==> src/rtl/usort_pkg.sv <==
package usort_pkg;

  // number of bitonic stages for 2**log_lanes lanes
  function automatic int stage_total(input int log_lanes);
    return (log_lanes * (log_lanes + 1)) / 2;
  endfunction

  // block size (k) used by a given stage index
  function automatic int stage_block(input int log_lanes, input int s);
    int n;
    n = 0;
    for (int p = 1; p <= log_lanes; p++) begin
      for (int q = p - 1; q >= 0; q--) begin
        if (n == s) return (1 << p);
        n++;
      end
    end
    return 2;
  endfunction

  // partner distance (j) used by a given stage index
  function automatic int stage_dist(input int log_lanes, input int s);
    int n;
    n = 0;
    for (int p = 1; p <= log_lanes; p++) begin
      for (int q = p - 1; q >= 0; q--) begin
        if (n == s) return (1 << q);
        n++;
      end
    end
    return 1;
  endfunction

  // lower lane of the c-th cell in a stage with distance j
  function automatic int cell_low_lane(input int j, input int c);
    return ((c / j) * 2 * j) + (c % j);
  endfunction

endpackage

==> src/rtl/usort_cas.sv <==
module usort_cas (
  input  logic a_bit,
  input  logic b_bit,
  output logic lo_bit,
  output logic hi_bit
);
  assign lo_bit = a_bit & b_bit;
  assign hi_bit = a_bit | b_bit;
endmodule

==> src/rtl/usort_encoder.sv <==
module usort_encoder #(
  parameter int VAL_W = 4,
  parameter int LANES = 8
) (
  input  logic [LANES-1:0][VAL_W-1:0] vals,
  input  logic [VAL_W-1:0]            idx,
  output logic [LANES-1:0]            bits
);
  for (genvar l = 0; l < LANES; l++) begin : g_lane
    assign bits[l] = (idx < vals[l]);
  end
endmodule

==> src/rtl/usort_net.sv <==
module usort_net #(
  parameter int LOG_LANES = 3
) (
  input  logic [(1<<LOG_LANES)-1:0] in_bits,
  output logic [(1<<LOG_LANES)-1:0] out_bits
);
  import usort_pkg::*;

  localparam int LANES  = 1 << LOG_LANES;
  localparam int CELLS  = LANES / 2;
  localparam int STAGES = stage_total(LOG_LANES);

  logic [STAGES:0][LANES-1:0] wire_q;

  assign wire_q[0] = in_bits;

  for (genvar s = 0; s < STAGES; s++) begin : g_stage
    localparam int K = stage_block(LOG_LANES, s);
    localparam int J = stage_dist(LOG_LANES, s);
    for (genvar c = 0; c < CELLS; c++) begin : g_cell
      localparam int LO  = cell_low_lane(J, c);
      localparam int HI  = LO + J;
      localparam bit ASC = ((LO & K) == 0);
      if (ASC) begin : g_up
        usort_cas i_cas (
          .a_bit (wire_q[s][LO]),
          .b_bit (wire_q[s][HI]),
          .lo_bit(wire_q[s+1][LO]),
          .hi_bit(wire_q[s+1][HI])
        );
      end else begin : g_down
        usort_cas i_cas (
          .a_bit (wire_q[s][LO]),
          .b_bit (wire_q[s][HI]),
          .lo_bit(wire_q[s+1][HI]),
          .hi_bit(wire_q[s+1][LO])
        );
      end
    end
  end

  assign out_bits = wire_q[STAGES];
endmodule

==> src/rtl/usort_ctrl.sv <==
module usort_ctrl #(
  parameter int VAL_W = 4
) (
  input  logic             clk,
  input  logic             rst_n,
  input  logic             start,
  output logic             load,
  output logic             busy,
  output logic [VAL_W-1:0] idx,
  output logic             done
);
  logic             busy_q, busy_d;
  logic [VAL_W-1:0] idx_q, idx_d;
  logic             done_q, done_d;
  logic             last;

  assign load = start & ~busy_q;
  assign last = busy_q & (idx_q == {VAL_W{1'b1}});

  always_comb begin
    busy_d = busy_q;
    idx_d  = idx_q;
    done_d = 1'b0;
    if (load) begin
      busy_d = 1'b1;
      idx_d  = '0;
    end else if (busy_q) begin
      idx_d = idx_q + 1'b1;
      if (last) begin
        busy_d = 1'b0;
        done_d = 1'b1;
      end
    end
  end

  always_ff @(posedge clk or negedge rst_n) begin
    if (!rst_n) begin
      busy_q <= 1'b0;
      idx_q  <= '0;
      done_q <= 1'b0;
    end else begin
      busy_q <= busy_d;
      idx_q  <= idx_d;
      done_q <= done_d;
    end
  end

  assign busy = busy_q;
  assign idx  = idx_q;
  assign done = done_q;
endmodule

==> src/rtl/usort_decoder.sv <==
module usort_decoder #(
  parameter int VAL_W = 4,
  parameter int LANES = 8
) (
  input  logic                        clk,
  input  logic                        rst_n,
  input  logic                        clr,
  input  logic                        acc_en,
  input  logic [LANES-1:0]            bits,
  output logic [LANES-1:0][VAL_W-1:0] counts
);
  for (genvar l = 0; l < LANES; l++) begin : g_lane
    logic [VAL_W-1:0] cnt_q, cnt_d;

    always_comb begin
      cnt_d = cnt_q;
      if (clr) begin
        cnt_d = '0;
      end else if (acc_en && bits[l]) begin
        cnt_d = cnt_q + 1'b1;
      end
    end

    always_ff @(posedge clk or negedge rst_n) begin
      if (!rst_n) begin
        cnt_q <= '0;
      end else begin
        cnt_q <= cnt_d;
      end
    end

    assign counts[l] = cnt_q;
  end
endmodule

==> src/rtl/usort_top.sv <==
module usort_top #(
  parameter int VAL_W     = 4,
  parameter int LOG_LANES = 3
) (
  input  logic                                   clk,
  input  logic                                   rst_n,
  input  logic                                   start,
  input  logic [(1<<LOG_LANES)-1:0][VAL_W-1:0]   in_vals,
  output logic [(1<<LOG_LANES)-1:0][VAL_W-1:0]   out_vals,
  output logic                                   done
);
  localparam int LANES = 1 << LOG_LANES;

  logic                        load;
  logic                        busy_q;
  logic [VAL_W-1:0]            idx_q;
  logic [LANES-1:0][VAL_W-1:0] val_q, val_d;
  logic [LANES-1:0]            enc_bits;
  logic [LANES-1:0]            net_bits;

  always_comb begin
    val_d = val_q;
    if (load) val_d = in_vals;
  end

  always_ff @(posedge clk or negedge rst_n) begin
    if (!rst_n) begin
      val_q <= '0;
    end else begin
      val_q <= val_d;
    end
  end

  usort_ctrl #(.VAL_W(VAL_W)) i_ctrl (
    .clk  (clk),
    .rst_n(rst_n),
    .start(start),
    .load (load),
    .busy (busy_q),
    .idx  (idx_q),
    .done (done)
  );

  usort_encoder #(.VAL_W(VAL_W), .LANES(LANES)) i_enc (
    .vals(val_q),
    .idx (idx_q),
    .bits(enc_bits)
  );

  usort_net #(.LOG_LANES(LOG_LANES)) i_net (
    .in_bits (enc_bits),
    .out_bits(net_bits)
  );

  usort_decoder #(.VAL_W(VAL_W), .LANES(LANES)) i_dec (
    .clk   (clk),
    .rst_n (rst_n),
    .clr   (load),
    .acc_en(busy_q),
    .bits  (net_bits),
    .counts(out_vals)
  );
endmodule

==> config.mk <==
export PLATFORM = sky130hd
export DESIGN_NAME = usort_top
export DESIGN_NICKNAME = d
export VERILOG_FILES = /design/src/rtl/usort_pkg.sv /design/src/rtl/usort_cas.sv /design/src/rtl/usort_encoder.sv /design/src/rtl/usort_net.sv /design/src/rtl/usort_ctrl.sv /design/src/rtl/usort_decoder.sv /design/src/rtl/usort_top.sv
export SDC_FILE = /design/constraint.sdc
export NUM_CORES = 1
export LEC_CHECK = 0
export ABC_AREA = 0
export BUFFER_PORTS_ARGS = -buffer_cell sky130_fd_sc_hd__buf_2
export CAP_MARGIN = 40
export CELL_PAD_IN_SITES_DETAIL_PLACEMENT = 1
export CELL_PAD_IN_SITES_GLOBAL_PLACEMENT = 2
export CORE_AREA = 2 2 110 112
export CTS_BUF_LIST = sky130_fd_sc_hd__clkbuf_8
export DETAILED_ROUTE_END_ITERATION = 8
export DIE_AREA = 0 0 112 114
export PLACE_DENSITY_LB_ADDON = 0.1
export SLEW_MARGIN = 20
export SYNTH_ARGS = -nofsm -noshare
export SYNTH_HDL_FRONTEND = slang
export SYNTH_SLANG_ARGS = --single-unit
export TNS_END_PERCENT = 20
==> constraint.sdc <==
create_clock -name clk -period 4.6 [get_ports clk]
set_input_delay 0.46 -clock clk [delete_from_list [all_inputs] [get_ports clk]]
set_output_delay 0.46 -clock clk [all_outputs]
set_load 0.05 [all_outputs]
Word level (Yosys, flattened, before mapping)
Index checks and enable logic that the tools add are counted.
Widths: inputs -> output; s select.
{"block": "word_totals", "wordCells": 129, "output_inout_bits": 33, "inputBits": 35, "regBits": 70}
{"block": "classes", "n_eq_ne": 1, "bitwise": 51, "n_reduce_logical": 17, "mux": 24, "add_sub_neg": 9, "n_lt_le_gt_ge": 8}
{"operator": "$mux 4", "count": 18}
{"operator": "$add 4x1->4 const B", "count": 9}
{"operator": "$lt 4x4->1", "count": 8}
{"operator": "$and 1x1->1", "count": 26}
{"operator": "$or 1x1->1", "count": 24}
{"operator": "$reduce_bool 2->1", "count": 9}
{"operator": "$logic_and 1x1->1", "count": 8}
{"operator": "$mux 1", "count": 6}
{"operator": "$eq 4x4->1 const B", "count": 1}
{"operator": "$not 1->1", "count": 1}

Logic depth before layout (Yosys ltp)
Gate-level depths: netlist (run 1).
{"block": "logic_depth", "depth_word": 10, "mapped_depth": 10, "depth_no_buf": 9}

Modules after synthesis
A second synthesis (run 1) with hierarchy kept.
{"block": "unflattened", "cells_unflattened": 379, "hier_area_um2": 4152.7}
{"mod": "usort_decoder", "area_per_inst_um2": 1486.4, "seq_area_each_um2": 800.8, "n_inst": 1, "cells_each": 149}
{"mod": "usort_top", "area_per_inst_um2": 1345.0, "seq_area_each_um2": 800.8, "n_inst": 1, "cells_each": 68}
{"mod": "usort_encoder", "area_per_inst_um2": 680.7, "seq_area_each_um2": 0.0, "n_inst": 1, "cells_each": 88}
{"mod": "usort_cas", "area_per_inst_um2": 13.8, "seq_area_each_um2": 0.0, "n_inst": 24, "cells_each": 2}
{"mod": "usort_ctrl", "area_per_inst_um2": 250.2, "seq_area_each_um2": 150.1, "n_inst": 1, "cells_each": 18}
{"mod": "usort_net", "area_per_inst_um2": 60.1, "seq_area_each_um2": 0.0, "n_inst": 1, "cells_each": 8}

Least setup slack after synthesis (run 1)
OpenSTA, ideal clock, no wires.
{"block": "synth_path", "kind": "reg2reg", "startpoint": "register i_ctrl.idx_q[1] (netlist: i_ctrl.idx[1])", "endpoint": "register i_dec.g_lane[1].cnt_q[2]", "n_path_buf": 1, "required_time_ns": 4.480, "path_slack_ns": 1.887, "synth_period_minus_slack_ns": 2.713, "arrival_time_ns": 2.593, "path_stages_with_launch": 10, "setup_time_ns": 0.120, "cell_sequence": "dfrtp_1 ha_1 a2111oi_0 nor3_1 or4_4 nor3_4 and2_1 buf_4 nor2_2 a31o_1"}
{"block": "synth_via", "elab_chain_len": 9, "word_cells_on_any_way": 41, "cone_classes": "order compare (8); bitwise (31); reduce/logical (2)"}
{"element": "start: declaration", "line": "usort_ctrl.sv:13", "source": "logic [VAL_W-1:0] idx_q, idx_d;"}
{"element": "start signal: assignment", "line": "usort_ctrl.sv:43", "source": "idx_q <= idx_d;"}
{"element": "$lt 4x4->1", "line": "usort_encoder.sv:10", "source": "assign bits[l] = (idx < vals[l]);"}
{"element": "$and 1x1->1 / $or 1x1->1 (equally long branches) (3 in a row)", "line": "usort_cas.sv:7, usort_cas.sv:8"}
{"element": "$and 1x1->1 (2 in a row)", "line": "usort_cas.sv:7", "source": "assign lo_bit = a_bit & b_bit;"}
{"element": "$or 1x1->1 *", "line": "usort_cas.sv:8", "source": "assign hi_bit = a_bit | b_bit;"}
{"element": "$logic_and 1x1->1 *", "line": "usort_decoder.sv:19", "source": "end else if (acc_en && bits[l]) begin"}
{"element": "$reduce_bool 2->1 (no line) *"}
{"element": "end signal: assignment", "line": "usort_decoder.sv:28", "source": "cnt_q <= cnt_d;"}
{"element": "end: declaration", "line": "usort_decoder.sv:13", "source": "logic [VAL_W-1:0] cnt_q, cnt_d;"}
Every way passes the cells marked *; elsewhere a longest branch is shown, timed or not.
A chain may end at the register's enable or synchronous reset.

Worst setup path after layout (run 1)
Same ends and word-level chain as after synthesis.

==> results of run 1 <==
-- worst paths after layout --
kind | from | end | slack (ns) | depth (start not counted)
worst max-delay path | i_ctrl.idx[1] | i_dec.g_lane[1].cnt_q[2] | 1.55 | 8
worst min-delay path | in_vals[0] | val_q[0] | 0.29 | 3
min in group asynchronous | rst_n | val_q[23] | 0.45 | 2
max in group asynchronous | rst_n | i_dec.g_lane[4].cnt_q[0] | 3.43 | 3
worst min register to register | val_q[4] | val_q[4] | 0.49 | 2
worst max register to register | i_ctrl.idx[1] | i_dec.g_lane[1].cnt_q[2] | 1.55 | 8
-- cell type report --
class / instances / area (sq um)
clock inverter: 4 / 16.3
sequential: 70 / 1750
timing repair buffer: 73 / 418
multi-input combinational: 295 / 2000
inverter: 38 / 143
fill: 1366 / 7050
clock buffer: 11 / 151
tap: 147 / 184
-- Yosys cell counts (3+ instances only) --
library cell   n  area, sq um
nor2b_1        3         18.8
nor3_1         5         25.0
clkbuf_1      10         37.5
mux2i_1       24          240
a2111oi_0      6         52.6
dfrtp_1       70         1750
a21oi_1        8         40.0
nand2b_1      11         68.8
nor2_1        10         37.5
nand3_1       15         75.1
ha_1          33          413
o211ai_1       4         30.0
o21ai_0       37          185
nand2_1       86          323
xor2_1         9         78.8
inv_1         37          139
nor2_2         4         25.0
-- metrics by stage --
| stage | setup WS, ns | utilization (%) | instances | hold slack, ns |
|---|---|---|---|---|
| after floorplan | 1.89 | - | 416 | 0.164 |
| after global placement | 1.52 | 37.7 | 618 | 0.464 |
| after detailed placement | 1.44 | 37.9 | 619 | 0.475 |
| after CTS | 1.40 | 39.3 | 634 | 0.173 |
| after global routing | 1.23 | 39.8 | 638 | 0.291 |
| final | 1.55 | 39.8 | 638 | 0.289 |
-- routing by layer --
metal	vias up	GRT usage, %	wire length [um]
met5	-	0	0
met4	0	7.07	187
met3	14	3.29	289
met2	43	25.7	4410
met1	1533	21.5	4720
li1	1570	-	-
-- flip-flops by register name (all words and copies together) (netlist names) --
name,count
i_ctrl.idx,4
i_ctrl.done,1
val_q,32
i_dec.g_lane.cnt_q,32
i_ctrl.busy,1
-- timing repair --
action                    4_1_cts  5_1_grt
gates resized for setup         0        0
hold buffers                    0        1
hold endpoints to repair        0        2
-- worst max-delay path, cell delays in order (launching register included) --
cell and delay [ns]:
dfrtp_1 0.63, ha_1 0.31, a2111oi_0 0.41, nor3_1 0.16
or4_4 0.62, nor3_4 0.20, and2_1 0.29, nor2_2 0.11
a31o_1 0.22
-- cells by family (layout without fill, tap and decap cells) --
logic type,count (synthesis),count (layout)
simple gates,146,146
fa+ha+maj,33,33
compound gates,82,82
buf+inv,51,126
xor+xnor,10,10
mux,24,24
flops,70,70
==> results.toml, run 1 <==
[floorplanning]
die_w_um = 112
fp.dieH_um = 114
start_util_pct = 33.6
core_sq_um = 11700
die_area_sq_um = 12800
io_pins = 68
rows = 40

[clocking]
insertion_delay_ns = 0.36
htreeDepth = 3
cts_tree = "yes"
post_cts_buffers = 0
worst_setup_hold_path_clk_slew_ns = 0.07
cts_buffers = 9
clkSinkCount = 70
clk_path_buf_depth = 2
cts_root_buffer = "clkbuf_8"

[final_layout]
final_cell_mix = "nand2_1 (85), dfrtp_1 (70), buf_2 (67)"
finalInstanceArea_sq_um = 4660
final_common_cell = "nand2_1"
syn2layout_area_growth_pct = 18.3
drive_gt1_share_pct = 20.4
final_net_count = 555
diodes = 0

[outcome]
outcome = "complete, no violations"

[yosys]
synth_top_flop_cell = "dfrtp_1"
yosysUniqueCellTypes = 48
seq_area_frac_synth_pct = 44.5
synth_nets = 484
synth_top_family_by_area = "simple AND/OR/NAND/NOR gates"
async_flop_share_pct = 100
synth_compound_area_share_pct = 14.3
synth.avg_cell_area_sq_um = 9.47
ys_seq_elements = 70
ys_warn_count = 0
synth_xor_area_share_pct = 2.22
syn_inst = 416
synth_simple_gate_area_share_pct = 17.3
muxShareOfSynthArea_pct = 6.10
synth_adder_area_share_pct = 10.5
synth_edf_count = 0
synth_area_sq_um = 3940

[detailed_routing]
vias = 3160
drt_iter0_markers = 99
drc = 0
wl_per_cell_um = 15.1
first_pass_iters = 4
antenna_left = 0
drt-total-wl_um = 9610
via_per_inst = 4.95

[grt]
grt_use_total_pct = 16.1
grt_pass1_wl_um = 16200
grt_pass1_vias = 3248
grt_max_degree = 44
antenna_found_initial = 0
grt_overflow = 0

[hold_path]
worstHoldPathType = "primary input to flop"

[sta]
worstMarginPinSlew_ns = 0.534
finalHoldViolations = 0
finalCritPeriodShare_pct = 66.3
max_freq_ghz = 0.328
timing.final.max_slew_violations = 0
tns_ns = 0
rsz0062_at_grt = "no"
setup_viol = 0
fin_skew_ns = 0.0101
min_period_ns = 3.05
slew_headroom_pct = 64.2

[worst_setup_path]
startpoint_type = "flop"
cp-end-kind = "flop"
setup.worst_path.class = "flop to flop"
cp.arrival_ns = 3.31
worst-path-max-fanout = 11
required_ns = 4.86

[flow_run]
drv_cap = 0

[placement]
io_buffers = 67
globalplace.congestion = 0.730
place_hpwl_um = 6990
place_area_sq_um = 4440
Power of run 1 is not shown: default switching activity piles up to over one toggle a cycle in this logic, so the estimate is an artifact.
==> run 2: changes to the inputs <==
ABC_AREA = 1   (was 0)
CORE_AREA = 2 2 112 114   (was 2 2 110 112)
DIE_AREA = 0 0 114 116   (was 0 0 112 114)
clock period = 2.9 ns   (was 4.6 ns; I/O delays follow)
==> results.toml, run 2 <==
[outcome]
outcome = "complete, no violations"

[floorplanning]
die_w_um = 114
fp.dieH_um = 116
rows = 40
start_util_pct = 33.8
core_sq_um = 11900
die_area_sq_um = 13200
io_pins = 68

[yosys]
seq_area_frac_synth_pct = 43.5
synth.avg_cell_area_sq_um = 8.31
synth_nets = 553
synth_top_area_share_pct = 43.5
synth_top_area_cell = "dfrtp_1"
synthMostInstantiatedCell = "nand2_1"
synth_area_sq_um = 4030
async_flop_share_pct = 100
synth_edf_count = 0
synth_commonest_cells = "nand2_1 (125), dfrtp_1 (70), inv_1 (57)"
syn_inst = 485
yosysUniqueCellTypes = 23
synth_top_flop_cell = "dfrtp_1"
synth_area_leaders = "dfrtp_1 (43%), nand2_1 (12%), ha_1 (10%)"
ys_seq_elements = 70
ys_warn_count = 0

[grt]
grt_pass1_wl_um = 16900
grt_max_degree = 31
antenna_found_initial = 0
grt_overflow = 0
grt_use_total_pct = 16.3
grt_pass1_vias = 3552

[sta]
setup_slack_ns = 0.528
max_freq_ghz = 0.422
min_period_ns = 2.37
tns_ns = 0
fin_skew_ns = 0.00685
slew_headroom_pct = 58.6
timing.final.max_slew_violations = 0
rsz0062_at_grt = "no"
setup_viol = 0
worstMarginPinSlew_ns = 0.618
finalHoldViolations = 0
finalCritPeriodShare_pct = 81.8

[final_layout]
drive_gt1_share_pct = 24.8
fillCellCount = 1497
diodes = 0
final_net_count = 631
final_cell_mix = "nand2_1 (124), dfrtp_1 (70), buf_2 (67)"
fin_util_pct = 39.9
syn2layout_area_growth_pct = 17.9
final_common_cell = "nand2_1"

[flow_run]
drv_cap = 0

[clocking]
htreeDepth = 3
clk_path_buf_depth = 2
cts_buffers = 9
worst_setup_hold_path_clk_slew_ns = 0.07
cts_tree = "yes"
insertion_delay_ns = 0.37
clkSinkCount = 70
post_cts_buffers = 0
cts_root_buffer = "clkbuf_8"

[placement]
io_buffers = 67
globalplace.congestion = 0.752
place_hpwl_um = 7270
dp_slack_ns = 0.515

[detailed_routing]
wl_per_cell_um = 13.5
drc = 0
drt-total-wl_um = 9680
antenna_left = 0
via_per_inst = 4.72
drt_iter0_markers = 73
vias = 3377
first_pass_iters = 4

[worst_setup_path]
startpoint_type = "flop"
worst-path-max-fanout = 11
ff2ff_setup_slack_ns = 0.53
cp.arrival_ns = 2.68
cp-end-kind = "flop"
required_ns = 3.21
setup.worst_path.class = "flop to flop"

[hold_path]
worstHoldPathType = "primary input to flop"
[run 2: through the flow]
step,hold slack [ns],std cells,cell area (sq um)
floorplan,-0.00559,485,4030
global placement,0.236,698,4580
detailed placement,0.231,698,4580
CTS,0.131,715,4750
global route,0.141,715,4750
finish,0.152,715,4750
[run 2: cell type report]
class                           instances  area (sq um)  area share (%)
Clock buffer                           10           138            2.90
Clock inverter                          6          23.8           0.501
Inverter                               64           240            5.06
Multi-Input combinational cell        341          2000            42.1
Sequential cell                        70          1750            36.9
Tap cell                              147           184            3.87
Timing Repair Buffer                   77           413            8.70
[run 2: timing repair]
item	4_1_cts	5_1_grt
hold buffers	1	0
endpoints found under the hold margin	14	0
gates resized for setup	0	0
[run 2: final timing paths]
path,from,endpoint,cells past startpoint
worst max-delay path,i_ctrl.idx[3],i_dec.g_lane[2].cnt_q[3],12
worst min-delay path,in_vals[28],val_q[28],2
worst max register to register,i_ctrl.idx[3],i_dec.g_lane[2].cnt_q[3],12
worst min register to register,val_q[23],val_q[23],2
max in group asynchronous,rst_n,i_dec.g_lane[7].cnt_q[3],3
min in group asynchronous,rst_n,val_q[30],2
[run 2: logic make-up (layout without fill, tap and decap cells)]
group	after synthesis	after routing	synth area share, %
buffers and inverters	74	157	6.99
and+or+nand+nor	244	244	28.4
AOI/OAI and AO/OA	40	40	5.12
xor gates and xnor gates	16	16	3.48
adders and majority gates	33	33	10.2
muxes	8	8	2.24
DFF	70	70	43.5
[run 2: per-layer routing]
| metal | track usage, % | vias to the layer above | part of all wire, % |
|---|---|---|---|
| li1 | - | 1705 | - |
| met1 | 21.2 | 1614 | 49 |
| met2 | 26.2 | 44 | 46 |
| met3 | 3.03 | 14 | 2.8 |
| met4 | 8.05 | 0 | 2.2 |
| met5 | 0 | - | 0 |
[run 2: critical path: stages, from the launching register on]
cell	delay, ns
dfrtp_1	0.66
ha_1	0.33
a21oi_1	0.25
nand2_2	0.13
nand2_2	0.12
nor2_1	0.06
nor2_1	0.12
nand2_1	0.12
nand2_1	0.13
nand3_2	0.15
inv_2	0.12
nand2_1	0.05
nand2_1	0.06
Power of run 2 is left out for the same reason.
==> run 3: changes to the inputs <==
CORE_AREA = 2 2 118 120   (was 2 2 112 114)
DIE_AREA = 0 0 120 122   (was 0 0 114 116)
clock period = 2.1 ns   (was 2.9 ns; I/O delays follow)
==> results.toml, run 3 (same netlist as run 2, synthesis figures left out) <==
[outcome]
outcome = "finished, violations left"
violations = "setup timing"

[sta]
max_freq_ghz = 0.474
fin_skew_ns = 0.0119
setup_viol = 5
timing.final.max_slew_violations = 0
slew_headroom_pct = 72.9
min_period_ns = 2.11
finalCritPeriodShare_pct = 100
finalHoldViolations = 0
hold_slack_ns = 0.0691
tns_ns = -0.0256
setup_slack_ns = -0.0105
rsz0062_at_grt = "yes"
worstMarginPinSlew_ns = 0.407

[worst_setup_path]
slowest_delay_ns = 0.45
path_cells = "buf_6 -> ha_4 -> a21oi_2 -> nand2_4 -> nor2_4 -> nor2_2 -> nor2_2 -> nand2_2 -> nor2_4 -> nand2_4 -> nand3_2 -> o21ai_1"
ff2ff_path_depth = 12
worst-path-max-fanout = 7
setup.worst_path.class = "flop to flop"
startpoint_type = "flop"
cpLargestDelayFamily = "simple AND/OR/NAND/NOR gates"
cp_num_cells = 12
cp-end-kind = "flop"
required_ns = 2.35
cp.buffers_inverters = 1
cp.arrival_ns = 2.36
cpMaxStageDelayCell = "dfrtp_2"

[grt]
grt_overflow = 0
grt_max_degree = 71
antenna_found_initial = 0
grt_use_total_pct = 15.7
grt_pass1_vias = 3610
grt_pass1_wl_um = 18000

[floorplanning]
die_area_sq_um = 14600
rows = 43
core_sq_um = 13500
die_w_um = 120
io_pins = 68
start_util_pct = 29.8
fp.dieH_um = 122

[detailed_routing]
drt_iter0_markers = 80
drc = 0
drt-total-wl_um = 11000
vias = 3473
via_per_inst = 4.57
wl_per_cell_um = 14.5
antenna_left = 0
first_pass_iters = 4

[clocking]
insertion_delay_ns = 0.37
worst_setup_hold_path_clk_slew_ns = 0.08
cts_buffers = 9
cts_root_buffer = "clkbuf_8"
clk_path_buf_depth = 2
cts_tree = "yes"
htreeDepth = 3
clkSinkCount = 70

[final_layout]
finalInstanceArea_sq_um = 5590
final_cell_mix = "nand2_1 (91), dfrtp_1 (68), buf_2 (67)"
final_net_count = 643
syn2layout_area_growth_pct = 38.9
drive_gt1_share_pct = 40.9
diodes = 0
final_common_cell = "nand2_1"

[placement]
place_hpwl_um = 7360
globalplace.congestion = 0.745
io_buffers = 67
place_area_sq_um = 4660

[hold_path]
worstHoldPathType = "primary input to flop"
whs_path_depth = 2

[flow_run]
drv_cap = 0
[run 3: cell count changes in the layout (fill, tap and decap cells not counted), moves of 5 or more]
cell,change
nand2_2,+12
nand3_4,+5
nand2_4,+21
nor2_1,-5
nand2_1,-33
ha_4,+23
ha_1,-23
inv_1,-7
a21oi_2,+6
a21oi_1,-8
[run 3: per-stage QoR]
stage | cells | utilization, % | setup slack (ns)
2_1_floorplan | 485 | - | 0.133
3_3_place_gp | 731 | 34.5 | -0.146
3_5_place_dp | 731 | 34.5 | -0.168
4_1_cts | 755 | 38.8 | -0.0512
5_1_grt | 760 | 41.4 | -0.149
6_report | 760 | 41.4 | -0.0105
[run 3: path summary, 6_finish.rpt]
| kind | start | end | slack [ns] |
|---|---|---|---|
| min in group asynchronous | rst_n | val_q[29] | 0.39 |
| max reg2reg | i_ctrl.idx[3] | i_dec.g_lane[0].cnt_q[2] | -0.01 |
| min reg2reg | val_q[0] | val_q[0] | 0.51 |
| max in group asynchronous | rst_n | i_dec.g_lane[5].cnt_q[2] | 1.37 |
| max | i_ctrl.idx[3] | i_dec.g_lane[0].cnt_q[2] | -0.01 |
| min | in_vals[28] | val_q[28] | 0.07 |
[run 3: area by class of cell]
cell class | instances | area (sq um)
fillers | 1586 | 7910
flip-flops and latches | 70 | 1750
well taps | 180 | 225
clock inverters | 6 | 30.0
inverters | 64 | 251
clock buffers | 10 | 138
multi-input cells | 341 | 2620
repair buffers | 89 | 576
[run 3: metal layers]
metal	part of all wire [%]	wire length, um	track usage, %
met3	2.5	272	2.57
met1	47	5180	20.4
met5	0	0	0
met2	49	5350	25.6
met4	1.9	214	7.28
[run 3: timing repair]
item                                    in CTS  in global routing
gates resized for setup                     58                 69
endpoints found under the setup margin      32                 32
pin swaps                                   44                 43
buffers inserted                             7                  5
hold buffers                                 1                  0
endpoints found under the hold margin       70                  0
Power of run 3 is left out for the same reason.
